$ cat src/rtl/vtg_pkg.sv
package vtg_pkg;

  // Segment order inside a line slot; the value doubles as the length index.
  typedef enum logic [1:0] {
    HP_SYNC  = 2'd0,
    HP_BACK  = 2'd1,
    HP_ACT   = 2'd2,
    HP_FRONT = 2'd3
  } hphase_t;

  // Line-group order inside a frame; low two bits index the length table.
  typedef enum logic [2:0] {
    VP_SYNC  = 3'd0,
    VP_BACK  = 3'd1,
    VP_ACT   = 3'd2,
    VP_FRONT = 3'd3,
    VP_IDLE  = 3'd4
  } vphase_t;

  localparam int N_SEG   = 4;
  localparam int SEG_ACT = 2;

endpackage

$ cat src/rtl/vtg_shadow.sv
module vtg_shadow
  import vtg_pkg::*;
#(
  parameter int W         = 16,
  parameter int BLANK_MIN = 2,
  parameter int ACT_MIN   = 1
) (
  input  logic         clk,
  input  logic         rst_n,
  input  logic         wr_en,
  input  logic [W-1:0] seg_raw [N_SEG],
  output logic [W-1:0] seg_q   [N_SEG]
);

  // One clamped holding register per segment length.
  for (genvar i = 0; i < N_SEG; i++) begin : g_seg
    localparam logic [W-1:0] FLOOR = (i == SEG_ACT) ? W'(ACT_MIN) : W'(BLANK_MIN);

    logic [W-1:0] len_d;
    logic [W-1:0] len_q;

    always_comb begin
      len_d = (seg_raw[i] < FLOOR) ? FLOOR : seg_raw[i];
    end

    always_ff @(posedge clk or negedge rst_n) begin
      if (!rst_n) begin
        len_q <= FLOOR;
      end else if (wr_en) begin
        len_q <= len_d;
      end
    end

    assign seg_q[i] = len_q;
  end

endmodule

$ cat src/rtl/vtg_hseq.sv
module vtg_hseq
  import vtg_pkg::*;
#(
  parameter int W = 16
) (
  input  logic         clk,
  input  logic         rst_n,
  input  logic         run,
  input  logic [W-1:0] seg_len [N_SEG],
  output hphase_t      phase_d,
  output logic         line_end
);

  hphase_t      phase_q;
  logic [W-1:0] cnt_q;
  logic [W-1:0] cnt_d;
  logic         seg_last;

  always_comb begin
    seg_last = (cnt_q == (seg_len[phase_q] - W'(1)));
    line_end = run && (phase_q == HP_FRONT) && seg_last;
    phase_d  = phase_q;
    cnt_d    = cnt_q;
    if (!run) begin
      phase_d = HP_SYNC;
      cnt_d   = '0;
    end else if (seg_last) begin
      phase_d = hphase_t'(phase_q + 2'd1);
      cnt_d   = '0;
    end else begin
      cnt_d = cnt_q + W'(1);
    end
  end

  always_ff @(posedge clk or negedge rst_n) begin
    if (!rst_n) begin
      phase_q <= HP_SYNC;
      cnt_q   <= '0;
    end else begin
      phase_q <= phase_d;
      cnt_q   <= cnt_d;
    end
  end

endmodule

$ cat src/rtl/vtg_vseq.sv
module vtg_vseq
  import vtg_pkg::*;
#(
  parameter int W = 12
) (
  input  logic         clk,
  input  logic         rst_n,
  input  logic         enable,
  input  logic         line_end,
  input  logic [W-1:0] seg_len [N_SEG],
  output vphase_t      phase_q,
  output vphase_t      phase_d,
  output logic         frame_load
);

  logic [W-1:0] cnt_q;
  logic [W-1:0] cnt_d;
  logic         grp_last;

  always_comb begin
    grp_last   = (cnt_q == (seg_len[phase_q[1:0]] - W'(1)));
    phase_d    = phase_q;
    cnt_d      = cnt_q;
    frame_load = 1'b0;
    if (phase_q == VP_IDLE) begin
      if (enable) begin
        phase_d    = VP_SYNC;
        cnt_d      = '0;
        frame_load = 1'b1;
      end
    end else if (line_end) begin
      if (grp_last) begin
        cnt_d = '0;
        if (phase_q == VP_FRONT) begin
          if (enable) begin
            phase_d    = VP_SYNC;
            frame_load = 1'b1;
          end else begin
            phase_d = VP_IDLE;
          end
        end else begin
          phase_d = vphase_t'(phase_q + 3'd1);
        end
      end else begin
        cnt_d = cnt_q + W'(1);
      end
    end
  end

  always_ff @(posedge clk or negedge rst_n) begin
    if (!rst_n) begin
      phase_q <= VP_IDLE;
      cnt_q   <= '0;
    end else begin
      phase_q <= phase_d;
      cnt_q   <= cnt_d;
    end
  end

endmodule

$ cat src/rtl/vtg_top.sv
module vtg_top
  import vtg_pkg::*;
#(
  parameter int H_W       = 16,
  parameter int V_W       = 12,
  parameter int RES_W     = 16,
  parameter int DT_W      = 6,
  parameter int VC_W      = 2,
  parameter int H_MIN     = 2,
  parameter int V_MIN     = 1,
  parameter int RST_STAGES = 2
) (
  input  logic             clk,
  input  logic             rst_n,
  input  logic             enable,
  input  logic             cfg_wr,
  input  logic [H_W-1:0]   cfg_h_active,
  input  logic [H_W-1:0]   cfg_h_sync,
  input  logic [H_W-1:0]   cfg_h_back,
  input  logic [H_W-1:0]   cfg_h_front,
  input  logic [V_W-1:0]   cfg_v_active,
  input  logic [V_W-1:0]   cfg_v_sync,
  input  logic [V_W-1:0]   cfg_v_back,
  input  logic [V_W-1:0]   cfg_v_front,
  input  logic [RES_W-1:0] cfg_hres,
  input  logic [DT_W-1:0]  cfg_dtype,
  input  logic [VC_W-1:0]  cfg_vc,
  output logic             frame_sync_o,
  output logic             line_sync_o,
  output logic             valid_o,
  output logic             data_req_o,
  output logic [RES_W-1:0] hres_o,
  output logic [DT_W-1:0]  dtype_o,
  output logic [VC_W-1:0]  vc_o
);

  // ---------------- reset: async assert, synchronous release ----------------
  logic [RST_STAGES-1:0] rst_pipe;
  logic                  rst_int_n;

  always_ff @(posedge clk or negedge rst_n) begin
    if (!rst_n) begin
      rst_pipe <= '0;
    end else begin
      rst_pipe <= {rst_pipe[RST_STAGES-2:0], 1'b1};
    end
  end

  assign rst_int_n = rst_pipe[RST_STAGES-1];

  // ---------------- shadow storage ----------------
  logic [H_W-1:0] h_raw [N_SEG];
  logic [V_W-1:0] v_raw [N_SEG];
  logic [H_W-1:0] h_sh  [N_SEG];
  logic [V_W-1:0] v_sh  [N_SEG];

  assign h_raw[HP_SYNC]  = cfg_h_sync;
  assign h_raw[HP_BACK]  = cfg_h_back;
  assign h_raw[HP_ACT]   = cfg_h_active;
  assign h_raw[HP_FRONT] = cfg_h_front;
  assign v_raw[0]        = cfg_v_sync;
  assign v_raw[1]        = cfg_v_back;
  assign v_raw[2]        = cfg_v_active;
  assign v_raw[3]        = cfg_v_front;

  vtg_shadow #(.W(H_W), .BLANK_MIN(H_MIN), .ACT_MIN(1)) u_h_shadow (
    .clk     (clk),
    .rst_n   (rst_int_n),
    .wr_en   (cfg_wr),
    .seg_raw (h_raw),
    .seg_q   (h_sh)
  );

  vtg_shadow #(.W(V_W), .BLANK_MIN(V_MIN), .ACT_MIN(1)) u_v_shadow (
    .clk     (clk),
    .rst_n   (rst_int_n),
    .wr_en   (cfg_wr),
    .seg_raw (v_raw),
    .seg_q   (v_sh)
  );

  logic [RES_W-1:0] sh_hres;
  logic [DT_W-1:0]  sh_dtype;
  logic [VC_W-1:0]  sh_vc;

  always_ff @(posedge clk or negedge rst_int_n) begin
    if (!rst_int_n) begin
      sh_hres  <= '0;
      sh_dtype <= '0;
      sh_vc    <= '0;
    end else if (cfg_wr) begin
      sh_hres  <= cfg_hres;
      sh_dtype <= cfg_dtype;
      sh_vc    <= cfg_vc;
    end
  end

  // ---------------- working timing, frozen per frame ----------------
  logic [H_W-1:0] h_len [N_SEG];
  logic [V_W-1:0] v_len [N_SEG];
  logic           frame_load;

  always_ff @(posedge clk or negedge rst_int_n) begin
    if (!rst_int_n) begin
      for (int i = 0; i < N_SEG; i++) begin
        h_len[i] <= '0;
        v_len[i] <= '0;
      end
    end else if (frame_load) begin
      for (int i = 0; i < N_SEG; i++) begin
        h_len[i] <= h_sh[i];
        v_len[i] <= v_sh[i];
      end
    end
  end

  // ---------------- sequencers ----------------
  vphase_t v_phase_q;
  vphase_t v_phase_d;
  hphase_t h_phase_d;
  logic    line_end;
  logic    frame_run;

  assign frame_run = (v_phase_q != VP_IDLE);

  vtg_hseq #(.W(H_W)) u_hseq (
    .clk      (clk),
    .rst_n    (rst_int_n),
    .run      (frame_run),
    .seg_len  (h_len),
    .phase_d  (h_phase_d),
    .line_end (line_end)
  );

  vtg_vseq #(.W(V_W)) u_vseq (
    .clk        (clk),
    .rst_n      (rst_int_n),
    .enable     (enable),
    .line_end   (line_end),
    .seg_len    (v_len),
    .phase_q    (v_phase_q),
    .phase_d    (v_phase_d),
    .frame_load (frame_load)
  );

  // ---------------- output decode of the next state ----------------
  logic fs_d;
  logic ls_d;
  logic va_d;
  logic line_load;

  always_comb begin
    fs_d      = (v_phase_d != VP_IDLE) && (v_phase_d != VP_SYNC);
    ls_d      = (v_phase_d == VP_ACT) && (h_phase_d != HP_SYNC);
    va_d      = (v_phase_d == VP_ACT) && (h_phase_d == HP_ACT);
    line_load = frame_load || (line_end && (v_phase_d != VP_IDLE));
  end

  assign data_req_o = va_d;

  always_ff @(posedge clk or negedge rst_int_n) begin
    if (!rst_int_n) begin
      frame_sync_o <= 1'b0;
      line_sync_o  <= 1'b0;
      valid_o      <= 1'b0;
    end else begin
      frame_sync_o <= fs_d;
      line_sync_o  <= ls_d;
      valid_o      <= va_d;
    end
  end

  always_ff @(posedge clk or negedge rst_int_n) begin
    if (!rst_int_n) begin
      hres_o  <= '0;
      dtype_o <= '0;
    end else if (line_load) begin
      hres_o  <= sh_hres;
      dtype_o <= sh_dtype;
    end
  end

  always_ff @(posedge clk or negedge rst_int_n) begin
    if (!rst_int_n) begin
      vc_o <= '0;
    end else if (frame_load) begin
      vc_o <= sh_vc;
    end
  end

endmodule

$ cat config.mk
export PLATFORM = sky130hd
export DESIGN_NAME = vtg_top
export DESIGN_NICKNAME = d
export VERILOG_FILES = /design/src/rtl/vtg_pkg.sv /design/src/rtl/vtg_shadow.sv /design/src/rtl/vtg_hseq.sv /design/src/rtl/vtg_vseq.sv /design/src/rtl/vtg_top.sv
export SDC_FILE = /design/constraint.sdc
export NUM_CORES = 1
export LEC_CHECK = 0
export BUFFER_PORTS_ARGS = -buffer_cell sky130_fd_sc_hd__buf_2
export CAP_MARGIN = 30
export CORE_UTILIZATION = 59
export CTS_BUF_LIST = sky130_fd_sc_hd__clkbuf_16
export DETAILED_ROUTE_END_ITERATION = 10
export GPL_TIMING_DRIVEN = 0
export PLACE_DENSITY = 0.82
export SLEW_MARGIN = 20
export SYNTH_ARGS = -nofsm -noshare
export SYNTH_HDL_FRONTEND = slang
export SYNTH_SLANG_ARGS = --single-unit
$ cat constraint.sdc
create_clock -name clk -period 10.7 [get_ports clk]
set_input_delay 2.675 -clock clk [delete_from_list [all_inputs] [get_ports clk]]
set_output_delay 2.675 -clock clk [all_outputs]
set_load 0.01 [all_outputs]
==> flow_summary.ini <==
[setup_path]
worst_path_max_delay_cell = mux4_2
r2r_start = u_vseq.phase_q[1]$_DFF_PN0_
worst_ep_required_time_ns = 8.03
crit_family = simple AND/OR/NAND/NOR gates
crit_path_end_kind = output port
critPathLaunchType = flip-flop
critical_path.cell_chain = buf_6, buf_6, mux4_2, inv_1, ha_1, inv_1, nor4_1, nand2_1, or4b_1, a21oi_1, o2111a_1, nand4_4, nor2_1, mux2i_1, nor4b_1, buf_2
regToRegSetupSlack_ns = 5.69
criticalPathCategory = flip-flop to output port
cp_data_arrival_time_ns = 5.51
setup.worst_path.start = u_hseq.phase_q[0]$_DFF_PN0_
crit_fanout = 10
critical_path.max_stage_delay_ns = 0.60
cp_num_buf_inv = 5

[job]
cap_violations = 0

[route]
drt_iter0_drc = 482
route.met3.wl_um = 2380
dr.pass1.iters = 5
ant_nets = 0
wl_per_cell_um = 21.60
drc = 0
top_layer = met4
vias_per_cell = 5.984
via_count = 9497
dr_wl_met2_um = 16290
drt-total-wl_um = 34270
m1WireLength_um = 14810

[die]
die-area_um2 = 24940
die_y_um = 157.9
initial_core_util_pct = 60.57
fp-row-count = 56
dieWidth_um = 157.9
io_pins = 168
core-area_um2 = 23680

[sta]
period_share_pct = 76.48
relSlewSlack_pct = 50.88
layout_setup_ws_ns = 2.517
fin_skew_ns = 0.009342
tightest_slew_ns = 0.7367
fmax_mhz = 122.2
finalHoldViolCount = 0
grt_setup_unrepaired = no
fin_crit_ns = 8.183
report.final.slew_viol_count = 0
setup_viol = 0

[global_route]
grt_pass1_vias = 9990
grt_start_max_net_pins = 54
grt_first_pass_wirelength_um = 54670
antenna_found_initial = 1
grt_remaining_overflow = 0
grt_usage_pct = 28.98

[pwr]
pwr-share-clk_pct = 44.9
p_seq_share_pct = 49.7
p_int_mw = 1.983
ir_drop_uv = 137.0
swShare_pct = 21.85
switching_power_mw = 0.5547
combPwrFrac_pct = 5.4
p_leak_nw = 8.126
power_density_nw_per_um2 = 151.0

[synth]
syn_avg_cell_area_um2 = 13.85
yosys.area_share.simple_pct = 7.850
synthMuxAreaShare_pct = 27.67
synth_adder_area_share_pct = 0.6106
syn_inst = 1036
ys_warn_count = 0
ys.flop_type = dfrtp_1
synth_edf_count = 0
synth-compound-area-share_pct = 4.483
synth-seq-cells = 310
synth_xor_area_share_pct = 2.809
ys_async_sr_fraction_pct = 100.0
synthesis.nets = 1183
seq_area_frac_synth_pct = 54.16
ys_types = 72
syn_area_um2 = 14350
synth_top_family_by_area = multiplexers

[clock_tree]
insertion_delay_ns = 0.51
post-cts-setup-buffers = 0
cts.repair.resized = 0
cts-root-buf = clkbuf_16
ctsHoldBuffers = 0
cts_buffer_depth = 3
clkSlewWorstSetupHoldPaths_ns = 0.06
cts_max_level = 2
cts_made_buffers = 34
cts_tree = built
clock-sinks = 310

[placed_design]
place_congestion = 0.8871
dpl.hpwl_um = 24970
dp.cells = 1527
post-place-ws_ns = 3.112
io_buffers = 166

[run_status]
status = finished clean

[finish]
drive_above_1_share_pct = 42.54
fin_nets = 1391
final_cell_count_no_fill = 1587
area_growth_pct = 17.14

[min_path]
hold_path_class = flip-flop to asynchronous set/reset pin
metal layers:
layer | vias to the layer above | global-route usage (%)
li1 | 4226 | -
met1 | 4895 | 40.08
met2 | 323 | 45.67
met3 | 53 | 6.953
met4 | 0 | 8.883
met5 | - | 0
cell usage after synthesis, types with 5 or more instances:
cell / n / share of area, %
nor4_1: 26 / 1.1
buf_6: 10 / 0.79
o31ai_1: 7 / 0.37
and2_1: 5 / 0.22
mux4_2: 28 / 4.4
mux2i_1: 14 / 0.98
mux2_2: 190 / 15
or2_2: 5 / 0.22
nand2_1: 35 / 0.92
mux2_1: 14 / 1.1
ha_1: 7 / 0.61
buf_2: 11 / 0.38
a21oi_1: 21 / 0.73
inv_1: 19 / 0.50
mux2_4: 60 / 6.3
nor3_1: 14 / 0.49
o21ai_0: 16 / 0.56
xor2_1: 19 / 1.2
xnor2_1: 27 / 1.6
nand3_1: 25 / 0.87
nand4_1: 8 / 0.35
nand2b_1: 6 / 0.26
dfrtp_1: 301 / 53
and3_1: 6 / 0.26
dfstp_2: 9 / 1.6
nor2_1: 44 / 1.2
clkbuf_1: 25 / 0.65
o211ai_1: 6 / 0.31
or3_1: 5 / 0.22
power groups by stage:
stage	clock network, mW	logic [mW]	registers [mW]
floorplan	0	0.0649	1.28
global placement	0	0.106	1.30
detailed placement	0	0.138	1.28
CTS	1.15	0.139	1.26
global route	1.20	0.151	1.27
finish	1.14	0.138	1.26
flip-flops by register name (all words and copies together) (netlist names), 2 cells and up:
name	cells
hres_o	16
sh_hres	16
sh_dtype	6
u_hseq.phase_q	2
u_v_shadow.g_seg.len_q	48
u_hseq.cnt_q	16
v_len	48
sh_vc	2
rst_pipe	2
vc_o	2
u_vseq.cnt_q	12
u_vseq.phase_q	3
u_h_shadow.g_seg.len_q	64
h_len	64
dtype_o	6
final timing paths:
path / cells after the start / endpoint
min in group clk: 0 / rst_pipe[1]$_DFF_PN0_
max reg2reg: 16 / h_len[44]$_DFFE_PN0P_
max in group asynchronous: 1 / rst_pipe[1]$_DFF_PN0_
max: 16 / data_req_o
min reg2reg: 0 / u_h_shadow.g_seg[2].len_q[13]$_DFFE_PN0P_
min: 0 / u_h_shadow.g_seg[2].len_q[13]$_DFFE_PN0P_
through the flow:
stage / power, mW / TNS (ns) / hold WS (ns) / utilization (%) / instance area, um^2
after floorplan: 1.346 / 0 / 0.3312 / - / 14350
after global placement: 1.402 / -496.71 / 0.3388 / 65.77 / 15570
after detailed placement: 1.419 / 0 / 0.3176 / 66.38 / 15720
after CTS: 2.552 / 0 / 0.3276 / 70.94 / 16800
after global routing: 2.616 / 0 / 0.3581 / 70.94 / 16800
final: 2.538 / 0 / 0.3065 / 70.95 / 16800
final cells by class:
class / instances / area, um^2
fillers: 1630 / 6879
repair buffers: 172 / 973.4
flip-flops and latches: 310 / 7772
clock buffers: 35 / 875.8
diodes: 1 / 2.502
clock inverters: 24 / 203.9
multi-input cells: 659 / 6232
plain buffers: 47 / 269.0
well taps: 319 / 399.1
inverters: 20 / 75.07
placed cells by master, fill, tap and decap left out, types with 16 or more instances in the layout:
master,synthesis,final
xnor2_1,27,27
nor2_1,44,44
clkbuf_16,0,35
nand3_1,25,25
inv_1,19,30
a21oi_1,21,21
xor2_1,19,19
mux2_4,60,60
nor4_1,26,26
mux4_2,28,28
mux2_2,190,190
dfrtp_1,301,300
nand2_1,35,35
buf_2,11,177
o21ai_0,16,16
clkbuf_1,25,25
cell families (layout without fill, tap and decap cells):
kind of cell,Yosys count,after routing
buffers and inverters,67,298
DFF,310,310
and+or+nand+nor,206,206
xor gates and xnor gates,46,46
muxes,306,306
other,1,2
AOI/OAI and AO/OA,93,93
adders and majority gates,7,7
Note: power is estimated with default switching activity, not from simulation.
